--- config.mk ---
export PLATFORM = sky130hd
export DESIGN_NAME = serial_clock_pram
export DESIGN_NICKNAME = d
export VERILOG_FILES = /design/src/rtl/serial_clock_pram.sv
export SDC_FILE = /design/constraint.sdc
export NUM_CORES = 2
export LEC_CHECK = 0
export BUFFER_PORTS_ARGS = -buffer_cell sky130_fd_sc_hd__buf_2
export CELL_PAD_IN_SITES_DETAIL_PLACEMENT = 2
export CELL_PAD_IN_SITES_GLOBAL_PLACEMENT = 2
export CORE_MARGIN = 2
export CORE_UTILIZATION = 40
export CTS_CLUSTER_SIZE = 30
export DETAILED_ROUTE_END_ITERATION = 16
export PLACE_DENSITY_LB_ADDON = 0.1
export SLEW_MARGIN = 20
export SYNTH_ARGS = -nofsm -noshare
export SYNTH_HDL_FRONTEND = slang
export SYNTH_SLANG_ARGS = --single-unit
--- constraint.sdc ---
create_clock -name clk -period 3.9 [get_ports clk]
set_input_delay 0.78 -clock clk [delete_from_list [all_inputs] [get_ports clk]]
set_output_delay 0.78 -clock clk [all_outputs]
set_load 0.01 [all_outputs]
--- src/rtl/serial_clock_pram.sv ---
module serial_clock_pram #(
  parameter logic [31:0] SECS_INIT = 32'd0
) (
  input  logic clk,
  input  logic rst_n,
  input  logic pps,
  input  logic sel_n,
  input  logic sck,
  input  logic sdi,
  output logic sdo,
  output logic sdo_oe
);
  localparam int AW = 8;
  localparam int DEPTH = 1 << AW;

  typedef enum logic [2:0] {T_NONE, T_SEC, T_TEST, T_WP, T_RAM, T_EXT} tgt_t;

  logic [7:0]  ram [DEPTH];
  logic [31:0] secs;
  logic        wp;
  logic        sck_q;
  logic [2:0]  bcnt;
  logic [6:0]  acc;
  logic [1:0]  phase;
  tgt_t        ctgt, dtgt;
  logic [AW-1:0] cidx, didx;
  logic        crd;
  logic [4:0]  offs;
  logic [7:0]  oshift;
  logic [3:0]  ocnt;
  logic        oe_r, sdo_r;
  logic [6:0]  v;
  logic [4:0]  u;

  wire rise = !sel_n && sck && !sck_q;
  wire fall = !sel_n && !sck && sck_q;
  wire busy = (ocnt != 4'd0) || oe_r;
  wire [7:0] byte_in = {acc, sdi};
  wire byte_done = rise && !busy && (bcnt == 3'd7);

  assign sdo = sdo_r;
  assign sdo_oe = oe_r;

  always_comb begin
    v = byte_in[6:0];
    u = v[6:2];
    dtgt = T_NONE;
    didx = '0;
    if (v[6:3] == 4'b0111) begin
      dtgt = T_EXT;
      didx = {5'd0, v[2:0]};
    end else if (v[1:0] == 2'b01) begin
      if (u[4:2] == 3'b000) begin
        dtgt = T_SEC;
        didx = {6'd0, u[1:0]};
      end else if (u == 5'b01100) begin
        dtgt = byte_in[7] ? T_NONE : T_TEST;
      end else if (u == 5'b01101) begin
        dtgt = byte_in[7] ? T_NONE : T_WP;
      end else if (u[4:2] == 3'b010) begin
        dtgt = T_RAM;
        didx = {6'b000100, u[1:0]};
      end else if (u[4]) begin
        dtgt = T_RAM;
        didx = {4'd0, u[3:0]};
      end
    end
  end

  always_ff @(posedge clk or negedge rst_n) begin
    if (!rst_n) begin
      for (int i = 0; i < DEPTH; i++) ram[i] <= 8'h00;
      secs <= SECS_INIT;
      wp <= 1'b0;
      sck_q <= 1'b0;
      bcnt <= '0;
      acc <= '0;
      phase <= 2'd0;
      ctgt <= T_NONE;
      cidx <= '0;
      crd <= 1'b0;
      offs <= '0;
      oshift <= '0;
      ocnt <= '0;
      oe_r <= 1'b0;
      sdo_r <= 1'b0;
    end else begin
      sck_q <= sck;
      if (pps) secs <= secs + 32'd1;
      if (sel_n) begin
        bcnt <= '0;
        phase <= 2'd0;
        ocnt <= '0;
        oe_r <= 1'b0;
      end else begin
        if (fall) begin
          if (ocnt != 4'd0) begin
            sdo_r <= oshift[7];
            oshift <= {oshift[6:0], 1'b0};
            ocnt <= ocnt - 4'd1;
            oe_r <= 1'b1;
          end else begin
            oe_r <= 1'b0;
          end
        end
        if (rise && !busy) begin
          bcnt <= bcnt + 3'd1;
          acc <= byte_in[6:0];
        end
        if (byte_done) begin
          case (phase)
            2'd0: begin
              if (dtgt == T_EXT) begin
                if (byte_in[7] || !wp) begin
                  phase <= 2'd1; ctgt <= T_EXT; cidx <= didx; crd <= byte_in[7];
                end
              end else if (dtgt != T_NONE) begin
                if (byte_in[7]) begin
                  oshift <= (dtgt == T_SEC) ? secs[{didx[1:0], 3'b000} +: 8] : ram[didx];
                  ocnt <= 4'd8;
                end else if (!wp || dtgt == T_WP) begin
                  phase <= 2'd1; ctgt <= dtgt; cidx <= didx; crd <= 1'b0;
                end
              end
            end
            2'd1: begin
              phase <= 2'd0;
              case (ctgt)
                T_SEC: secs[{cidx[1:0], 3'b000} +: 8] <= byte_in;
                T_WP:  wp <= byte_in[7];
                T_RAM: ram[cidx] <= byte_in;
                T_EXT: begin
                  if (crd) begin
                    oshift <= ram[{cidx[2:0], byte_in[6:2]}];
                    ocnt <= 4'd8;
                  end else begin
                    offs <= byte_in[6:2];
                    phase <= 2'd2;
                  end
                end
                default: ;
              endcase
            end
            2'd2: begin
              ram[{cidx[2:0], offs}] <= byte_in;
              phase <= 2'd0;
            end
            default: phase <= 2'd0;
          endcase
        end
      end
    end
  end
endmodule

==> run_results.csv <==
group,metric,value,unit
status,status,"complete, no violations",
floorplan,core_area,248000,um^2
sta,fin_skew,69.2,ps
synthesis,ys_types,77,
detailed_routing,vias,62200,
finish,fin_area,116000,um^2
setup_path,crit_type,"reg -> reg",
detailed_routing,wl_per_cell,32.0,um
setup_path,crit_arrival,4580,ps
setup_path,cp-end-kind,"flop",
flow_run,cap_violations,0,
finish,area_growth,16.2,%
synthesis,synth_ff_type,"dfrtp_1",
finish,postLayoutCoreUtil,0.467,
global_routing,antenna_found_initial,14,
detailed_routing,drt_pre_antenna_iters,5,
synthesis,seq_area_frac_synth,0.533,
sta,post-route-period-util,0.995,
detailed_routing,drt_wl_total,340000,um
sta,hold_viol,0,
detailed_routing,vias_per_cell,5.85,
clock_network,cts_tree,"yes",
detailed_routing,drt_iter0_markers,4004,
synthesis,syn-num-nets,6795,
synthesis,synth-edff-count,0,
clock_network,clock-sinks,2122,
synthesis,synthArstFlopShare,1.00,
power,power,57.3,mW
clock_network,cts_buffers,238,
placement,io_buffers,7,
sta,layout_setup_ws,18.7,ps
global_routing,grt_max_degree,182,
setup_path,required,4600,ps
placement,dp_hpwl,227000,um
synthesis,synth_seq_cells,2122,
sta,tightest_slew,1180,ps
global_routing,grt_pass1_wl,506000,um
sta,min_period,3880,ps
floorplan,start_util,0.401,
synthesis,ys_warn_count,0,
global_routing,grt_pass1_vias,68800,
synthesis,synth_cells,6776,
finish,final_nets,7110,
floorplan,die_area,253000,um^2
floorplan,die-height,503,um
sta,final_max_slew_viol_count,0,
floorplan,ioPinCount,8,
finish,drive_above_1_share,0.499,
synthesis,avgSynthCellArea,14.7,um^2
detailed_routing,drc,0,
setup_path,cp-start-kind,"flop",
power,leakage,54.7,nW
floorplan,die-width,503,um
setup_path,critPathMaxFanout,35,
power,ir_drop,0.444,mV
clock_network,htree_num_levels,4,
floorplan,rows,183,
detailed_routing,ant_nets,0,
sta,timing.hold.ws,304,ps
power,power.density,495,nW/um^2
sta,achievable-frequency,258,MHz
finish,nFillCells,23200,
global_routing,grt.total_usage,0.272,
clock_network,clk_pin_slew,60,ps
global_routing,globalRouteOverflowTotal,0,
synthesis,synth_area,99600,um^2
placement,placed_cell_area,107000,um^2
clock_network,clockBufferDepth,3,
sta,relSlewSlack,0.214,
sta,rsz0062_at_grt,"no",
sta,setup_viol,0,
placement,post-place-ws,-385,ps
placement,routabilityCongestion,0.847,
clock_network,root_buffer,"clkbuf_16",
clock_network,clk_latency,900,ps
min_path,hp-class,"in -> reg",
-- Yosys cell counts (14+ instances only) --
library cell / n / area, um^2
a211oi_1: 18 / 135
a21oi_1: 67 / 335
a221oi_1: 26 / 228
a22oi_1: 66 / 495
and3_1: 16 / 100
buf_1: 41 / 154
buf_2: 79 / 395
buf_4: 36 / 270
buf_6: 20 / 225
clkbuf_1: 349 / 1310
dfrtp_1: 2122 / 53100
inv_1: 15 / 56.3
mux2_1: 54 / 608
mux2_2: 1945 / 21900
mux2i_1: 158 / 1580
mux4_2: 536 / 12100
nand2_1: 421 / 1580
nand2_2: 31 / 194
nand3_1: 64 / 320
nand4_1: 14 / 87.6
nor2_1: 136 / 510
nor2_2: 57 / 357
nor2b_1: 18 / 113
nor3_1: 22 / 110
o21ai_0: 171 / 856
o221ai_1: 32 / 280
o22ai_1: 30 / 188
xor2_1: 19 / 166
-- placed cells by master (no fill, tap or decap), types with 65 or more instances in the layout --
cell type | synthesis | routed
dfrtp_1 | 2122 | 2114
mux2_2 | 1945 | 1945
mux4_2 | 536 | 536
buf_4 | 36 | 488
nand2_1 | 421 | 419
clkbuf_16 | 0 | 238
o21ai_0 | 171 | 169
mux2i_1 | 158 | 158
nor2_1 | 136 | 119
buf_12 | 0 | 107
nor2_2 | 57 | 70
clkbuf_8 | 0 | 69
a21oi_1 | 67 | 67
a22oi_1 | 66 | 65
-- final cells by class --
cell class	instances	area [um^2]	share of cell area
clock inverters	92	1200	0.0103
diodes	8	20.0	0.000173
multi-input cells	4107	44200	0.382
repair buffers	604	5880	0.0508
flip-flops and latches	2122	53100	0.459
clock buffers	355	7090	0.0612
inverters	18	77.6	0.000670
well taps	3330	4170	0.0360
-- flip-flops by register name, summed over array words and instances (netlist names) --
name	count
ram	2048
bcnt	3
sdo_oe	1
acc	7
wp	1
sdo	1
sck_q	1
crd	1
oshift	8
phase	2
ocnt	4
secs	32
offs	5
ctgt	3
cidx	5
-- per-layer routing --
layer  vias to the layer above  routed length (um)  global-route usage
met4                         2               11700              0.0831
met3                       504               12600              0.0331
met1                     34600              153000               0.385
met2                      1193              163000               0.440
met5                         -                  56                   0
li1                      25900                   -                   -
-- through the flow --
step	std cells	setup TNS, ps
5_1_grt	10600	0
3_5_place_dp	10200	-673
4_1_cts	10600	0
6_report	10600	0
2_1_floorplan	6776	0
3_3_place_gp	10200	-711
-- worst max-delay path, stage by stage (launching register included) --
cell	delay (ps)
dfrtp_4	560
buf_12	280
buf_12	220
mux4_2	500
mux2i_1	380
nand2_1	230
nand3_1	300
nand4_1	350
o311ai_0	640
a21oi_1	150
-- kinds of logic after synthesis --
group | after synthesis | share of synthesized area
xor+xnor | 32 | 0.00282
fa+ha+maj | 13 | 0.00163
compound gates | 504 | 0.0334
mux | 2693 | 0.363
flops | 2122 | 0.533
buf+inv | 547 | 0.0249
simple gates | 865 | 0.0405
-- worst paths after layout --
kind	to	slack [ps]	cells after the start	start
setup / recovery	oshift[7]	20	9	acc[1]
setup reg to reg	oshift[7]	20	9	acc[1]
min in group asynchronous	ram[1476]	450	2	rst_n
hold reg to reg	ram[492]	480	2	ram[492]
max in group asynchronous	ram[1893]	2080	3	rst_n
hold / removal	secs[0]	300	3	pps
-- power breakdown --
| part | internal, mW | switching, mW |
|---|---|---|
| sequential | 22.1 | 0.257 |
| clock | 13.9 | 9.72 |
| combinational | 3.57 | 7.69 |
| total | 39.6 | 17.7 |
-- timing repair --
item                                    4_1_cts  5_1_grt
hold buffers                                  2        0
setup buffers                                 1        0
resized for setup                             9       10
pin swaps                                     1        0
endpoints found under the setup margin        4        6
hold endpoints to repair                     18        0
Power figures use the tool's default switching activity.
